## src/rtl/rxring_pkg.sv

```systemverilog
// Shared codes and types for the receive descriptor ring writer.
package rxring_pkg;
    localparam logic [3:0] ST_EMPTY = 4'hA;
    localparam logic [3:0] ST_FULL  = 4'h4;
    localparam logic [3:0] ST_IDLE  = 4'hF;

    typedef enum logic [1:0] {
        ENG_RUN   = 2'd0,
        ENG_HALT  = 2'd1,
        ENG_DRAIN = 2'd2
    } eng_state_t;
endpackage

```

## src/rtl/rxring_desc_mem.sv

```systemverilog
// Descriptor register file: one host read/write port and one engine
// read/write port. Both reads are combinational. When both ports write
// the same entry in the same cycle, the engine write wins.
// Assumes: indices are always in range (DEPTH is a power of two).
module rxring_desc_mem #(
    parameter int DEPTH = 16,
    parameter int LEN_W = 8,
    localparam int AW = $clog2(DEPTH),
    localparam int DW = LEN_W + 4
) (
    input  logic          clk,
    input  logic          rst_n,
    input  logic          host_we,
    input  logic [AW-1:0] host_idx,
    input  logic [DW-1:0] host_wdata,
    output logic [DW-1:0] host_rdata,
    input  logic [AW-1:0] eng_idx,
    output logic [3:0]    eng_status,
    input  logic          eng_we,
    input  logic [DW-1:0] eng_wdata
);
    import rxring_pkg::*;

    logic [DW-1:0] mem [DEPTH];

    // Reset every entry to not-in-use, then apply host and engine writes.
    always_ff @(posedge clk) begin
        if (!rst_n) begin
            for (int i = 0; i < DEPTH; i++) mem[i] <= {ST_IDLE, {LEN_W{1'b0}}};
        end else begin
            if (host_we) mem[host_idx] <= host_wdata;
            if (eng_we)  mem[eng_idx]  <= eng_wdata;
        end
    end

    // Combinational read ports.
    always_comb begin
        host_rdata = mem[host_idx];
        eng_status = mem[eng_idx][DW-1:LEN_W];
    end
endmodule

```

## src/rtl/rxring_hold_fifo.sv

```systemverilog
// Local hold buffer of frame lengths, first in first out. It accepts a
// push and a pop in the same cycle, even when full.
// Assumes: the caller never pops an empty buffer and never pushes into
// a full one without popping in the same cycle.
module rxring_hold_fifo #(
    parameter int DEPTH = 4,
    parameter int W     = 8,
    localparam int AW = (DEPTH > 1) ? $clog2(DEPTH) : 1,
    localparam int CW = $clog2(DEPTH + 1)
) (
    input  logic          clk,
    input  logic          rst_n,
    input  logic          push,
    input  logic [W-1:0]  din,
    input  logic          pop,
    output logic [W-1:0]  dout,
    output logic [CW-1:0] count,
    output logic          full,
    output logic          empty
);
    localparam logic [AW-1:0] LAST = AW'(DEPTH - 1);

    logic [W-1:0]  slots [DEPTH];
    logic [AW-1:0] wr_ptr, rd_ptr;

    // Store pushed lengths.
    always_ff @(posedge clk) begin
        if (push) slots[wr_ptr] <= din;
    end

    // Move the pointers and track the occupancy.
    always_ff @(posedge clk) begin
        if (!rst_n) begin
            wr_ptr <= '0;
            rd_ptr <= '0;
            count  <= '0;
        end else begin
            if (push) wr_ptr <= (wr_ptr == LAST) ? '0 : wr_ptr + 1'b1;
            if (pop)  rd_ptr <= (rd_ptr == LAST) ? '0 : rd_ptr + 1'b1;
            count <= count + CW'(push) - CW'(pop);
        end
    end

    // Status flags and the head entry.
    always_comb begin
        dout  = slots[rd_ptr];
        full  = (count == CW'(DEPTH));
        empty = (count == '0);
    end
endmodule

```

## src/rtl/rxring_beat_count.sv

```systemverilog
// Counts the beats of the frame in progress and gives its length in the
// cycle of the end-of-frame beat. The length saturates at 2**LEN_W-1.
module rxring_beat_count #(
    parameter int LEN_W = 8
) (
    input  logic             clk,
    input  logic             rst_n,
    input  logic             in_valid,
    input  logic             in_last,
    output logic             frame_done,
    output logic [LEN_W-1:0] frame_len
);
    localparam logic [LEN_W-1:0] LMAX = '1;

    logic [LEN_W-1:0] beats;

    // Count the beats before the last one; clear at end of frame.
    always_ff @(posedge clk) begin
        if (!rst_n) beats <= '0;
        else if (in_valid) beats <= in_last ? '0 : ((beats == LMAX) ? LMAX : beats + 1'b1);
    end

    // The length includes the current (last) beat.
    always_comb begin
        frame_done = in_valid && in_last;
        frame_len  = (beats == LMAX) ? LMAX : beats + 1'b1;
    end
endmodule

```

## src/rtl/rxring_dma_writer.sv

```systemverilog
// Receive descriptor ring writer. It stores each completed frame into
// the descriptor under the current pointer, halts on a non-empty
// descriptor, holds frames while halted, and drains them after a
// restart, starting one entry past the stalled descriptor.
// Assumes: RING_DEPTH is a power of two, so the pointer wraps by overflow.
module rxring_dma_writer #(
    parameter int RING_DEPTH = 16,
    parameter int LEN_W      = 8,
    parameter int HOLD_DEPTH = 4,
    parameter int DROP_W     = 4,
    localparam int PTR_W = $clog2(RING_DEPTH),
    localparam int DW    = LEN_W + 4,
    localparam int CW    = $clog2(HOLD_DEPTH + 1)
) (
    input  logic              clk,
    input  logic              rst_n,
    input  logic              in_valid,
    input  logic              in_last,
    input  logic              host_we,
    input  logic [PTR_W-1:0]  host_addr,
    input  logic [DW-1:0]     host_wdata,
    output logic [DW-1:0]     host_rdata,
    input  logic              restart,
    input  logic [1:0]        irq_clr,
    output logic [1:0]        irq_status,
    output logic              irq,
    output logic [PTR_W-1:0]  cur_ptr,
    output logic [PTR_W-1:0]  next_ptr,
    output logic              halted,
    output logic [DROP_W-1:0] drop_count
);
    import rxring_pkg::*;

    eng_state_t       state, nxt_state;
    logic             frame_done;
    logic [LEN_W-1:0] frame_len, hold_head, eng_len;
    logic [3:0]       cur_status;
    logic             eng_we, ptr_adv, push, pop, drop, set_err, set_full;
    logic             hold_full, hold_empty;
    logic [CW-1:0]    hold_count, cnt_next;

    rxring_beat_count #(.LEN_W(LEN_W)) u_beats (
        .clk(clk), .rst_n(rst_n), .in_valid(in_valid), .in_last(in_last),
        .frame_done(frame_done), .frame_len(frame_len)
    );

    rxring_desc_mem #(.DEPTH(RING_DEPTH), .LEN_W(LEN_W)) u_mem (
        .clk(clk), .rst_n(rst_n),
        .host_we(host_we), .host_idx(host_addr), .host_wdata(host_wdata),
        .host_rdata(host_rdata),
        .eng_idx(cur_ptr), .eng_status(cur_status),
        .eng_we(eng_we), .eng_wdata({ST_FULL, eng_len})
    );

    rxring_hold_fifo #(.DEPTH(HOLD_DEPTH), .W(LEN_W)) u_hold (
        .clk(clk), .rst_n(rst_n), .push(push), .din(frame_len), .pop(pop),
        .dout(hold_head), .count(hold_count), .full(hold_full), .empty(hold_empty)
    );

    // Engine decisions: store, halt, hold, drop, restart and drain.
    always_comb begin
        nxt_state = state;
        ptr_adv   = 1'b0;
        eng_we    = 1'b0;
        eng_len   = frame_len;
        push      = 1'b0;
        pop       = 1'b0;
        drop      = 1'b0;
        set_err   = 1'b0;
        case (state)
            ENG_RUN: begin
                if (frame_done) begin
                    if (cur_status == ST_EMPTY) begin
                        eng_we  = 1'b1;
                        ptr_adv = 1'b1;
                    end else begin
                        set_err   = 1'b1;
                        push      = 1'b1;
                        nxt_state = ENG_HALT;
                    end
                end
            end
            ENG_HALT: begin
                if (frame_done) begin
                    if (!hold_full) push = 1'b1;
                    else            drop = 1'b1;
                end
                if (restart) begin
                    ptr_adv   = 1'b1;
                    nxt_state = ENG_DRAIN;
                end
            end
            ENG_DRAIN: begin
                if (!hold_empty) begin
                    if (cur_status == ST_EMPTY) begin
                        eng_we  = 1'b1;
                        eng_len = hold_head;
                        pop     = 1'b1;
                        ptr_adv = 1'b1;
                    end else begin
                        set_err   = 1'b1;
                        nxt_state = ENG_HALT;
                    end
                end
                if (frame_done) begin
                    if (!hold_full || pop) push = 1'b1;
                    else                   drop = 1'b1;
                end
            end
            default: nxt_state = ENG_RUN;
        endcase
        cnt_next = hold_count + CW'(push) - CW'(pop);
        if (state == ENG_DRAIN && nxt_state == ENG_DRAIN && cnt_next == '0)
            nxt_state = ENG_RUN;
        set_full = push && (cnt_next == CW'(HOLD_DEPTH));
    end

    // State, pointer, sticky interrupts and saturating drop counter.
    always_ff @(posedge clk) begin
        if (!rst_n) begin
            state      <= ENG_RUN;
            cur_ptr    <= '0;
            irq_status <= '0;
            drop_count <= '0;
        end else begin
            state      <= nxt_state;
            if (ptr_adv) cur_ptr <= cur_ptr + 1'b1;
            irq_status <= (irq_status & ~irq_clr) | {set_full, set_err};
            if (drop && drop_count != '1) drop_count <= drop_count + 1'b1;
        end
    end

    // Output views.
    always_comb begin
        next_ptr = cur_ptr + 1'b1;
        halted   = (state == ENG_HALT);
        irq      = |irq_status;
    end
endmodule

```

## config.mk

```make
export PLATFORM = sky130hd
export DESIGN_NAME = rxring_dma_writer
export DESIGN_NICKNAME = d
export VERILOG_FILES = /design/src/rtl/rxring_pkg.sv /design/src/rtl/rxring_desc_mem.sv /design/src/rtl/rxring_hold_fifo.sv /design/src/rtl/rxring_beat_count.sv /design/src/rtl/rxring_dma_writer.sv
export SDC_FILE = /design/constraint.sdc
export NUM_CORES = 1
export LEC_CHECK = 0
export BUFFER_PORTS_ARGS = -buffer_cell sky130_fd_sc_hd__buf_2
export CORE_ASPECT_RATIO = 0.9
export CORE_MARGIN = 10
export CORE_UTILIZATION = 50
export CTS_CLUSTER_SIZE = 28
export DETAILED_ROUTE_END_ITERATION = 8
export PLACE_DENSITY = 0.65
export SYNTH_ARGS = -nofsm -noshare
export SYNTH_HDL_FRONTEND = slang
export SYNTH_SLANG_ARGS = --single-unit
```

## constraint.sdc

```tcl
create_clock -name clk -period 3.2 [get_ports clk]
set_input_delay 0.32 -clock clk [delete_from_list [all_inputs] [get_ports clk]]
set_output_delay 0.32 -clock clk [all_outputs]
set_load 0.1 [all_outputs]
```

# [After elaboration in Yosys (flattened, before gate mapping)]
# Memories as Yosys holds them, arrays and structs flattened. A register that Yosys moved wholly into a read port is not among the register bits.
# Index checks and enable logic that the tools add are counted.
[op_classes] addsub=7 n_mul=0 div=0 magnitude_cmp=0 eq_ne=10 n_shift=0 mux=53 n_bitwise=4 reduce_logical=14
[op_table] cell="$mux W8" count=5
[op_table] cell="$mux W1" count=28
[op_table] cell="$mux W12" count=2
[op_table] cell="$reduce_or A12 Y1" count=2
[op_table] cell="$mux W2" count=8
[op_table] cell="$mux W4" count=4
[op_table] cell="$add A4 B1 Y4 const B" count=2
[op_table] cell="$add A8 B1 Y8 const B" count=1
[op_table] cell="$eq A2 B2 Y1 const B" count=4
[op_table] cell="$eq A8 B8 Y1 const B" count=1
[op_table] cell="$eq A3 B3 Y1 const B" count=2
[op_table] cell="$logic_not A3 Y1" count=2
[op_table] cell="$pmux W1 S2" count=3
[op_table] cell="$pmux W1 S3" count=2
[op_table] cell="$pmux W2 S3" count=1
[op_table] cell="$logic_and A1 B1 Y1" count=5
[op_table] cell="$add A2 B1 Y2 const B" count=2
[op_table] cell="$eq A4 B4 Y1 const B" count=1
[op_table] cell="$ne A4 B4 Y1 const B" count=1
[op_table] cell="$reduce_or A2 Y1" count=2
[op_table] cell="$add A3 B1 Y3" count=1
[op_table] cell="$sub A3 B1 Y3" count=1
[op_table] cell="$and A2 B2 Y2" count=1
[op_table] cell="$eq A2 B1 Y1 const B" count=1
[op_table] cell="other kinds (6)" count=6
[totals] reg_bits=27 latch_bits=0 mem_bits_rw=224 romBits=0 input_bits=24 out_inout_bits=28 elab_cells=98 memories=2
[memory_table] memory="u_mem.mem" depth=16 word_bits=12 rd=2 rd_ports_with_merged_regs=1 wr=16 line="rxring_desc_mem.sv:24" text="logic [DW-1:0] mem [DEPTH];"
[memory_table] memory="u_hold.slots" depth=4 word_bits=8 rd=1 rd_ports_with_merged_regs=1 wr=1 line="rxring_hold_fifo.sv:23" text="logic [W-1:0] slots [DEPTH];"

# [Longest topological paths before layout]
# Gate-level depths: netlist of the first run.
[depth] ltp_word=13 depth_mapped=16 mapped_depth_nobuf=15

# [Modules after synthesis]
# From an unflattened synthesis of the first run, not the netlist that was laid out.
[unflattened] hier_cells=966 area_unflattened_um2=14020.9
[modules_own_cells] module="rxring_desc_mem" instances=1 cells_per_inst=700 area_each_um2=10856.7 seq_area_each_um2=5765.5
[modules_own_cells] module="rxring_hold_fifo" instances=1 cells_per_inst=85 area_each_um2=1620.3 seq_area_each_um2=1141.1
[modules_own_cells] module="rxring_dma_writer" instances=1 cells_per_inst=116 area_each_um2=985.9 seq_area_each_um2=240.2
[modules_own_cells] module="rxring_beat_count" instances=1 cells_per_inst=65 area_each_um2=558.0 seq_area_each_um2=160.2

# [Worst setup path before layout of the first run]
# Ideal clock, no wire load.
[synth_timing] kind="register to output" from="register cur_ptr[0]" to="output next_ptr[3]" arrival_time_ns=3.632 required_ns=2.880 path_slack_ns=-0.752 stages_incl_launch_ff=4 n_path_buf=0 path_cell_list="dfxtp_1 > inv_1 > nor3_1 > xor2_1"
[synth_via] elab_chain_cells=1
[synth_lines] element="start: declaration" line="rxring_dma_writer.sv:27" text="output logic [PTR_W-1:0] cur_ptr,"
[synth_lines] element="start signal: assignment" line="rxring_dma_writer.sv:127" text="if (ptr_adv) cur_ptr <= cur_ptr + 1'b1;"
[synth_lines] element="$add A4 B1 Y4" line="rxring_dma_writer.sv:135" text="next_ptr = cur_ptr + 1'b1;"
[synth_lines] element="end: declaration" line="rxring_dma_writer.sv:28" text="output logic [PTR_W-1:0] next_ptr,"
# Every way passes these cells.

==> summary by stage, run 1 <==
Timing
The number of failing setup endpoints in the final timing report is 0. In this run the tightest slew margin relative to its limit is between 10% and 20%. The post-route clock skew is 0.0104 ns. For the finished layout, the period the worst path requires is around 3.2 ns. The slew at the pin closest to its max-slew limit is 1.22 ns. Setup repair after global routing could not meet its margin everywhere.

The final number of hold-violating endpoints is 0. The final critical path takes up between 90 and 100% of the cycle. The minimum setup slack in the final design is 0.00981 ns.

The upper clock frequency limit is approximately 0.31 GHz. The worst hold margin is 0.0460 ns. The number of pins exceeding their max-slew limit in the final report is 0.

Critical path
The cell that appears most often on the critical path is xnor2_2. The data required time of the worst path is 3.62 ns. The worst setup path is of the flop to flop kind.

The slack of the worst reg-to-reg path is 0.01 ns. The critical path arrival is ~3.6 ns. The path depth of the worst reg2reg path is 12.

The launch point of the critical path is u_mem.mem[8][8]. STA classifies the critical path endpoint as a flop. Walking the worst path, the cells encountered are nor4bb_1, nor3_1, a2111oi_4, o21a_2, nor2_4, a32o_2, ha_4, fa_2, xnor2_2, xnor2_2, nor4bb_2, a211oi_1. The source of the worst register-to-register timing path is u_mem.mem[8][8]. The largest individual stage delay along the critical path comes from the cell a2111oi_4. In this run the critical register-to-register path is captured at state[1].

The category of the worst setup path launch point is a flop. The maximum net fanout on the critical path is 3. In this design, the stage delay of the slowest critical-path cell is slightly above 0.4 ns.

Clock tree
The total CTS buffers is 28. In this run the clock root is driven by a clkbuf_16. The number of sinks handled by clock tree synthesis is approximately 260. The clock tree from TritonCTS is yes.

The post-CTS setup-driven buffer insertion count is 0. No sink is reached through more buffers than the 3 on the longest clock path. After clock tree synthesis, the clock-pin slew on the worst setup and hold paths is around 0.06 ns.

At the later pin of the worst-skew pair, clock insertion delay measures roughly 0.55 ns. CTS built an H-tree with a depth of 1.

Min path
The type of the tightest min-delay check is primary input to flop. The instance count along the most critical hold path is 3. The worst hold path begins at irq_clr[0].

The path with the worst hold slack has its endpoint at irq_status[0].

GRT
The met3 track utilization from global routing is under 10%. Across every metal layer, demand over resource in global routing totals a little over a fifth. The most congested layer reported by global routing is met2.

The remaining global-route overflow is 0. The number of global-route vias before repair is a little under 10,000. The first global-routing pass estimated slightly below 60,000 um of wire. The pin count of the biggest net entering global routing is 38.

For this run, global-route usage on met1 was measured as a little under a third. The initial antenna violation count is 0. The met2 track demand over resource is between 30% and 40%.

Placement
The routability congestion estimate is 0.920. In this run the cell area measured after placement is about 14,000 um^2. The post-place setup slack is -0.119 ns. The half-perimeter wire length after detailed placement is between 20,000 and 30,000 um. In this run the tool buffered the top-level ports with a little over 50 buffer cells.

Cells and area
For this run, the share of the core covered by cells in the final layout is roughly 58%. The number of antenna cells inserted is 0. The area occupied by registers is 6750 um^2. The filler cells instantiated in the layout total 2,165. The ratio of cells with drive above 1 in the final layout is between 20% and 30%.

The area added between synthesis and finish is 13.9%. For this run, the post-layout net count is between 1,000 and 1,500. Once layout is done, the placed cells without fillers occupy 15,300 um^2. The footprint of the multi-input gates is 6290 um^2.

Run
Max-cap violations in this run came to 0.

Synthesis
The main flop type after synthesis is edfxtp_1. By area the synthesized netlist is led by edfxtp_1 (36%), dfxtp_1 (14%), mux4_2 (11%). The mean area per synthesized cell is 11.3 um^2. The fraction of registers with async set/reset is 0%. The sequential element share of the synthesized area is between 50% and 60%. The number of library cell types mapped by synthesis is 68. The instance count of the mapped netlist is 1,191. After synthesis the netlist holds a flip-flop and latch count of roughly 260. The count of flip-flops with a built-in enable after synthesis is 160. The library cell with the largest summed area after synthesis is edfxtp_1. Summing every instance area after synthesis gives between 10,000 and 15,000 um^2. The net count of the mapped netlist is 1,233. The number of warnings issued by yosys is 0.

After synthesis, the most frequently instantiated cells are edfxtp_1 (160), nand2_1 (137), dfxtp_1 (97), mux2i_1 (93), o21ai_0 (79). Among all cell types in the netlist, the one instantiated most often is edfxtp_1. The share of synthesized area in the top cell type comes to roughly 36%.

Route
The total vias in the final route is just over 10,000. The total wire length is 37,800 um. The number of DRC violations after detailed-routing iteration 0 is roughly 1,200.

The post-detailed-route DRC marker count is 0. In the routed layout, each cell is associated on average with a via count of 6.22. In this run the remaining antenna-violating nets after routing total 0. The average detailed-routed wire length per instance is approximately 23 um. Before antenna repair, the detailed router went through 5 iterations.

Pwr
Across the VDD grid, the largest voltage drop is slightly above 400 uV. The leakage power summed over all cells is approximately 0.0053 uW. Power spread over the standard cell area amounts to just under 500 nW/um^2.

Floorplanning
The die covers 33,900 um^2. The site row count is 56. The number of top-level pins is 52. From bottom edge to top edge, the die measures approximately 180 um. The x dimension of the die is about 190 um. The region available for standard cell placement spans between 20,000 and 30,000 um^2. The effective utilization at floorplan is 51.2%.

Outcome
The run finished with clean final reports.
==> cell type report <==
| class | instances | area share (%) |
|---|---|---|
| clock buffer | 33 | 4.69 |
| tap | 348 | 2.84 |
| multi-input combinational | 810 | 41.0 |
| inverter | 17 | 0.441 |
| clock inverter | 19 | 0.677 |
| sequential | 257 | 44.0 |
| timing repair buffer | 133 | 6.27 |
==> metal layers <==
metal / wire, um / up-vias
li1: - / 4563
met1: 16100 / 4940
met2: 17300 / 496
met3: 3450 / 55
met4: 899 / 0
met5: 0 / -
==> state kept, by name (all words and copies together), names as in the netlist, named ones only <==
register	flops
u_mem.mem	192
u_hold.rd_ptr	2
u_beats.beats	8
u_hold.count	3
drop_count	4
u_hold.slots	32
irq_status	2
cur_ptr	4
state	2
u_hold.wr_ptr	2
==> timing repair <==
item                                    4_1_cts  5_1_grt
hold buffers                                  0        0
gates resized for setup                       3       14
pin swaps                                     1        3
endpoints found under the setup margin        2        2
==> per-stage QoR <==
step | TNS, ns | std cells | total power (uW)
floorplan | 0 | 1191 | 4390
global placement | -0.107 | 1565 | 4640
detailed placement | -0.205 | 1565 | 4650
CTS | 0 | 1617 | 7560
global route | -0.150 | 1617 | 7760
finish | 0 | 1617 | 7540
==> cell families (layout without fill, tap and decap cells) <==
family / count (synthesis) / count (layout) / share of synthesized area [%]
compound gates: 180 / 180 / 8.31
xor+xnor: 9 / 9 / 0.586
fa+ha+maj: 18 / 18 / 1.73
buf+inv: 124 / 202 / 4.05
flops: 257 / 257 / 50.1
mux: 162 / 162 / 18.4
simple gates: 441 / 441 / 16.8
==> power by group <==
part	switching (uW)	internal (uW)	leakage, uW	total, uW
sequential	66.9	3650	0.00232	3720
clock	1340	1610	0.000407	2940
combinational	588	294	0.00253	882
total	1990	5550	0.00525	7540
==> worst max-delay path, delay by kind of cell, from the launching register on <==
family / cells / cell delay (ns)
xor+xnor: 2 / 0.32
fa+ha+maj: 2 / 0.51
simple gates: 4 / 0.85
flops: 1 / 0.33
compound gates: 4 / 1.05
==> cells in the final DEF, fill, tap and decap left out, types with 4 or more instances in the layout <==
master / netlist / final
edfxtp_1: 160 / 160
nand2_1: 137 / 137
dfxtp_1: 97 / 94
mux2i_1: 93 / 93
buf_4: 3 / 76
o21ai_0: 79 / 75
nand3_1: 69 / 69
mux4_2: 68 / 68
nor3_1: 67 / 67
nor2_1: 65 / 64
buf_2: 13 / 50
a21oi_1: 34 / 33
clkbuf_16: 0 / 28
or3_1: 23 / 23
ha_1: 17 / 16
nor2b_1: 16 / 15
inv_1: 17 / 15
o21ai_1: 12 / 15
and2_1: 11 / 11
o311a_1: 10 / 10
clkinv_2: 0 / 10
o21bai_1: 8 / 8
nand2b_1: 8 / 8
nor4_4: 7 / 7
buf_12: 0 / 7
nor4bb_1: 10 / 6
clkinv_1: 0 / 6
xor2_1: 6 / 5
and3_1: 5 / 5
clkbuf_1: 68 / 5
nand3b_1: 4 / 4
==> worst max path at each step <==
| stage | end | slack [ns] | cells after the start |
|---|---|---|---|
| global placement | state[1] | -0.06 | 12 |
| global route | state[1] | -0.11 | 12 |
| floorplan | state[1] | 0.002 | 15 |
| CTS | state[1] | 0.02 | 12 |
| finish | state[1] | 0.01 | 12 |
| detailed placement | state[1] | -0.12 | 12 |
No activity file was read; power rests on OpenSTA's default activity.
==> inputs of run 2 (changes only) <==
==> constraint.sdc (replaced) <==
create_clock -name clk -period 2.8 [get_ports clk]
set_input_delay 0.28 -clock clk [delete_from_list [all_inputs] [get_ports clk]]
set_output_delay 0.28 -clock clk [all_outputs]
set_load 0.1 [all_outputs]
==> run 2 against run 1 <==
  * The flow now finishes with violations (setup timing)
  * Sequential power up 14%
  * Register-to-register slack worse by 0.34 ns
  * Sequential share of layout area down 3.1 points
  * Clock skew up 0.0028 ns
  * Combinational power up 26%
  * Design area up 7.5%
  * Wire length up 2.8%
  * Worst hold slack better by 0.049 ns
  * Critical endpoint unchanged
==> summary by stage, run 2 (synthesized netlist as in run 1, its figures left out) <==
Pwr
The net load switching power is approximately 2300 uW. For this design the static power due to leakage is between 0.005 and 0.006 uW. The power density normalized to cell area is 541 nW/um^2.

The combinational power share is between 10% and 20%. In this run switching power makes up between 20% and 30% of total power. Cell internal power was estimated by the tool at approximately 6600 uW. The share of total power dissipated in sequential elements is a little under half. The maximum VDD drop is about 430 uV. The relative contribution of the clock network to total power is between 40% and 50%. The sum of internal, switching and leakage power is between 8000 and 9000 uW.

Timing
The relative slew slack is about three fifths. The final number of hold-violating endpoints is 0. The slew at the pin closest to its max-slew limit is between 0.6 and 0.7 ns. Setup violations remaining at the end of the flow were counted as 55. The post-route clock skew is around 0.013 ns. Setup repair after global routing could not meet its margin everywhere.

The number of pins exceeding their max-slew limit in the final report is 0. After layout, the minimum clock period comes to roughly 3.1 ns. The worst hold margin is about 0.095 ns. Timing would allow up to 0.319 GHz.

After layout, the worst setup slack is -0.333 ns. The final worst-path cycle share is 112%.

Route
The count of nets left with antenna violations once routing finished came out at 0. After detailed routing, the average wire length per cell comes to ~23 um. The final layout contains routed wiring with a total length of 38,800 um. The post-detailed-route DRC marker count is 0. The total vias in the final route is slightly above 10,000. The first-pass detailed-route iteration total is 7. The mean number of vias per cell is 6.08. The number of DRC violations after detailed-routing iteration 0 is 1,157.

GRT
The global routing usage summed across all routing layers is 22.7%. The number of global-route vias before repair is about 10,000. The remaining global-route overflow is 0. The initial antenna violation count was 0. The pin count of the biggest net entering global routing is 36. The wire length of the first global-routing pass is 60,400 um.

Cells and area
The largest registers in the layout are u_mem.mem (192), u_hold.slots (32), u_beats.beats (8). The area added between synthesis and finish is 22.5%. For this run, the post-layout net count is approximately 1,400. The layout has 2,087 filler cells. The ratio of cells with drive above 1 in the final layout is around 29%. In the layout the commonest cells are edfxtp_1 (160), nand2_1 (137), buf_4 (134). u_mem.mem holds more flip-flops than any other register. The number of flip-flops in the largest register is between 150 and 200. The library cell used most frequently in the layout, excluding fill and tap cells, is edfxtp_1. The number of antenna cells inserted is 0.

Critical path
By startpoint and endpoint, the worst setup path is classified as flop to flop. Of all nets on the critical path, the largest fanout is 6. The largest stage delay on the critical path is roughly 0.38 ns.

The element type at the critical path end is a flop. Walking the worst path, the cells encountered are buf_8, nor4bb_4, a221oi_2, a21oi_2, a22o_1, nor2_4, a32o_2, ha_4, fa_2, xnor2_2, xnor2_1, nor4bb_2, a211oi_1. The critical path arrival is around 3.6 ns. The standard cell with the maximum stage delay on the critical path is dfxtp_4. At the worst endpoint, the required time is between 3 and 4 ns. The category of the worst setup path launch point is a flop.

Clock tree
The H-tree level count is 1. The clock root buffer master is clkbuf_16. The clock tree from TritonCTS is yes. The clock insertion delay at the later pin of the skew report is 0.55 ns. In this run the deepest clock path goes through 3 buffers. Buffers inserted during clock tree synthesis total 27. Clock-pin slew was measured on the worst setup and hold paths at about 0.060 ns. The number of sinks handled by clock tree synthesis is around 260.

Min path
The min-delay analysis places its worst path in the category primary input to flop.

Floorplanning
During I/O placement, the number of pins put on the boundary was 52. In this run the vertical extent of the chip is around 180 um. For this configuration, the core starts out at a cell density of 51.2%.

The die covers ~34,000 um^2. The floorplan step defined a core boundary enclosing about 26,000 um^2. Measured along the x axis, the die boundary spans around 190 um. The site row count is 56.

Outcome
The final reports fail on setup timing. The flow ran to the end, but the final reports show violations.

Placement
The total of buffers placed on input and output ports is slightly above 50. At the end of routability-driven placement, the weighted congestion stood at around 0.94. The half-perimeter wire length after detailed placement is ~27,000 um.

Run
Max-cap violations in this run came to 0.
-- run 2: changes by cell type in the layout (fill, tap and decap cells not counted), moves of 6 or more --
| cell | previous run | this run |
|---|---|---|
| buf_12 | 7 | 24 |
| buf_4 | 76 | 134 |
| buf_6 | 0 | 10 |
| buf_8 | 0 | 6 |
-- run 2: layer usage --
layer  routed length (um)  GRT usage (%)
met1                16800           31.9
met2                18000           35.7
met3                 2850           3.13
met4                 1100           6.63
met5                    0              0
-- run 2: path summary, 6_finish.rpt --
path	endpoint	startpoint	cells past startpoint	slack [ns]
min	irq_status[1]	irq_clr[1]	3	0.1
min reg2reg	irq_status[0]	irq_status[0]	2	0.49
max	state[1]	flop	13	-0.33
max reg2reg	state[1]	flop	13	-0.33
-- run 2: power groups by stage --
| stage | sequential, uW | combinational [uW] | clock (uW) |
|---|---|---|---|
| final | 4230 | 1110 | 3570 |
| after global routing | 4250 | 1170 | 3760 |
| after CTS | 4230 | 1100 | 3620 |
| after detailed placement | 4310 | 1080 | 0 |
| after global placement | 4310 | 1070 | 0 |
| after floorplan | 4310 | 703 | 0 |
-- run 2: critical path: cells and delay by family, from the launching register on --
kind	cells	cell delay [ns]
AOI/OAI and AO/OA	5	1.04
xor gates and xnor gates	2	0.28
adders and majority gates	2	0.52
buffers and inverters	1	0.14
DFF	1	0.38
and+or+nand+nor	3	0.64
-- run 2: area by class of cell --
type / count / area [um^2] / area share (%)
sequential: 257 / 6750 / 41.0
clock buffer: 33 / 698 / 4.23
tap: 348 / 435 / 2.64
multi-input combinational: 810 / 6410 / 38.9
inverter: 17 / 67.6 / 0.410
timing repair buffer: 226 / 1960 / 11.9
clock inverter: 16 / 160 / 0.971
-- run 2: per-stage QoR --
stage | utilization, % | cells | TNS (ns) | instance area (um^2) | setup slack (ns)
final | 62.7 | 1707 | -2.76 | 16500 | -0.333
after global routing | 62.7 | 1707 | -9.20 | 16500 | -0.459
after global placement | 58.1 | 1647 | -14.11 | 15300 | -0.423
after CTS | 62.0 | 1702 | -1.08 | 16300 | -0.294
after floorplan | - | 1191 | -1.13 | 13500 | -0.398
after detailed placement | 58.1 | 1647 | -26.18 | 15300 | -0.484
-- run 2: timing repair --
action	CTS	global route
setup buffers	5	4
endpoints found under the hold margin	1	0
endpoints found under the setup margin	247	234
cloned	0	1
gates resized for setup	25	34
pin swaps	16	6
hold buffers	1	0
==> inputs of run 3 (changes only) <==
--- a/config.mk
+++ b/config.mk
@@ -11,7 +11,7 @@
 export CORE_UTILIZATION = 50
 export CTS_CLUSTER_SIZE = 28
 export DETAILED_ROUTE_END_ITERATION = 8
-export PLACE_DENSITY = 0.65
+export PLACE_DENSITY = 0.63
 export SYNTH_ARGS = -nofsm -noshare
 export SYNTH_HDL_FRONTEND = slang
 export SYNTH_SLANG_ARGS = --single-unit
==> constraint.sdc (replaced) <==
create_clock -name clk -period 3.1 [get_ports clk]
set_input_delay 0.31 -clock clk [delete_from_list [all_inputs] [get_ports clk]]
set_output_delay 0.31 -clock clk [all_outputs]
set_load 0.1 [all_outputs]
==> run 3 against run 2 <==
  * Critical endpoint unchanged
  * Clock skew increased by 0.0084 ns
  * Global-route usage decreased by 0.75 points
  * The run now ends clean
  * Via count decreased by 2.2%
  * Critical path type unchanged
==> summary by stage, run 3 (synthesized netlist as in run 1, its figures left out) <==
Pwr
Of the total power, the share spent switching nets is 24.6%. Combinational logic is responsible for about 11% of the overall power. The sequential group share of total power is between 40% and 50%. The internal power is 6320 uW. The relative contribution of the clock network to total power is between 40% and 50%. The power density normalized to cell area is approximately 530 nW/um^2. The net load switching power is ~2100 uW. The analysis attributes to cell leakage a power of about 0.0055 uW. The worst-case IR drop observed on VDD is 392 uV.

Timing
On the final layout, the worst hold slack is 0.0416 ns. The post-route clock skew is ~0.022 ns. The number of failing setup endpoints in the final timing report is 0. The slew at the pin closest to its max-slew limit is roughly 1.0 ns. The final number of hold-violating endpoints came to 0. The final worst-path cycle share is ~100%. The relative slew slack is 30.4%. Setup repair after global routing could not meet its margin everywhere. The number of pins exceeding their max-slew limit in the final report is 0. The final critical-path required period is approximately 3.1 ns. Timing would allow up to roughly 0.32 GHz.

Critical path
The worst setup path is launched from a flop. The critical path goes through buf_4, nor4b_2, a22oi_1, a21oi_2, a22o_1, nor2_4, a32o_2, ha_4, fa_2, xnor2_2, xnor2_2, nor4bb_2, a211oi_1. The number of gates on the worst path with buffers counted is 13.

For the worst setup path, the data arrival time is around 3.5 ns. By instance count, the cell type seen most on the critical path is xnor2_2. The critical path is of the flop to flop type.

The total buffers and inverters traversed by the critical path is 1. STA classifies the critical path endpoint as a flop. The kind of cell with the highest combined delay along the critical path is compound AO/OA/AOI/OAI gates. Counting cells, the worst reg-to-reg path comes to 13. Among all stages on the critical path, the largest delay is contributed by dfxtp_4.

Data on the critical path is required at its endpoint by 3.53 ns. The largest single stage delay on the critical path is 0.38 ns. In this run the worst path has a maximum fanout of 9.

GRT
Summed over all layers, the global routing overflow is 0. The number of global-route vias before repair is 10,100. Entering global routing, the biggest net connects 51 pins.

The initial antenna violation count is 0. The first global-routing pass estimated roughly 58,000 um of wire. The global routing usage summed across all routing layers is between 20 and 25%.

Floorplanning
The site row count is between 50 and 60. The core region is ~26,000 um^2. 52 I/O pins were placed. For this configuration, the core starts out at a cell density of around 50%. The floorplan die area is 33,900 um^2. Measured along the y axis, the die boundary spans ~180 um. The floorplan step set the die width to 193 um.

Route
The first routing iteration left about 1,100 violations. After detailed routing, the number of remaining DRC violations is 0. The total wire length is between 30,000 and 40,000 um. The final route contains about 10,000 vias. The average detailed-routed wire length per instance is roughly 23 um.

The first-pass detailed-route iteration total is 5. The mean number of vias per cell is 6.17. In this run the remaining antenna-violating nets after routing total 0.

Clock tree
The H-tree level count is 1. Clock latency on the worst-skew pair, taken at its later pin, is ~0.55 ns. Clock tree synthesis inserted a total of 28 buffers. The hold buffer count at cts is 0.

TritonCTS built the clock tree. The clock root buffer master is clkbuf_16. The maximum buffer depth of the clock tree is 3. The number of sinks handled by clock tree synthesis is between 200 and 300. After clock tree synthesis, the clock-pin slew on the worst setup and hold paths is 0.06 ns.

Run
The reported max-cap violation count is 0.

Cells and area
In the final layout, the registers with the most flip-flops are u_mem.mem (192), u_hold.slots (32), u_beats.beats (8). The share of the core filled with cells is 60.0%. The number of nets in the final layout is approximately 1,300.

Leaving out fill and tap cells, the most frequent cell in the layout is edfxtp_1. Counting the fill cells in the layout gives 2,135. The area added between synthesis and finish is 17.1%. In the final layout, the share of cells above drive strength 1 is approximately 24%.

The register with the most flip-flops in the layout has approximately 190 of them. The register with the most flip-flops in the final layout is u_mem.mem. The library cells used most frequently in the layout, excluding fill and tap cells, are edfxtp_1 (160), nand2_1 (137), buf_4 (101). The number of antenna diodes in the final layout is 0.

Placement
At the end of routability-driven placement, the weighted congestion stood at ~0.88. The total of buffers placed on input and output ports is just over 50. The half-perimeter wire length after detailed placement is 26,600 um.

Min path
The type of the tightest min-delay check is primary input to flop. Counting instances, the worst hold path has a depth of 3.

Outcome
The run finished with clean final reports.
-- run 3: changes by cell type in the layout (fill, tap and decap cells not counted), moves of 4 or more --
cell	previous run	this run
buf_4	134	101
clkinv_2	7	2
buf_8	6	0
buf_6	10	0
buf_12	24	10
clkbuf_16	27	31
-- run 3: path summary, 6_finish.rpt --
path	from	end	slack, ns
worst max-delay path	flop	state[1]	0.005
worst max register to register	flop	state[1]	0.005
worst min-delay path	irq_clr[0]	irq_status[0]	0.04
worst min register to register	irq_status[0]	irq_status[0]	0.50
-- run 3: final cells by class --
class | instances | area (um^2) | share of cell area, %
clock buffer | 36 | 805 | 5.11
clock inverter | 16 | 206 | 1.31
inverter | 17 | 67.6 | 0.429
multi-input combinational | 810 | 6280 | 39.9
sequential | 257 | 6750 | 42.9
tap | 348 | 435 | 2.76
timing repair buffer | 161 | 1210 | 7.67
-- run 3: layer usage --
metal  vias up  track usage (%)  part of all wire (%)
li1       4624                -                     -
met1      5066             30.6                    43
met2       400             34.5                    46
met3        63             3.21                   7.5
met4         0             6.73                   2.8
met5         -                0                     0
-- run 3: what timing repair did --
item / CTS / global route
gates resized for setup: 9 / 7
setup endpoints to repair: 2 / 18
pin swaps: 5 / 4
buffers inserted: 0 / 0
-- run 3: metrics by stage --
stage	setup WS, ns	total power (uW)	std cells	TNS [ns]	area (um^2)
2_1_floorplan	-0.0981	4530	1191	-0.194	13500
3_3_place_gp	-0.0455	4800	1593	-0.0455	14700
3_5_place_dp	-0.113	4820	1593	-0.141	14700
4_1_cts	0.0152	8420	1645	0	15700
5_1_grt	-0.144	8630	1645	-0.258	15800
6_report	0.00528	8390	1645	0	15800
-- run 3: power groups by stage --
stage / Clock (uW) / Sequential (uW) / Combinational (uW)
after global routing: 3810 / 3840 / 981
after floorplan: 0 / 3900 / 634
after global placement: 0 / 3900 / 907
after detailed placement: 0 / 3900 / 914
after CTS: 3670 / 3830 / 923
final: 3640 / 3830 / 927
-- run 3: tightest hold or removal path, cell delays in order --
cell      delay (ns)
buf_2           0.07
nand2b_1        0.09
a21oi_1         0.06
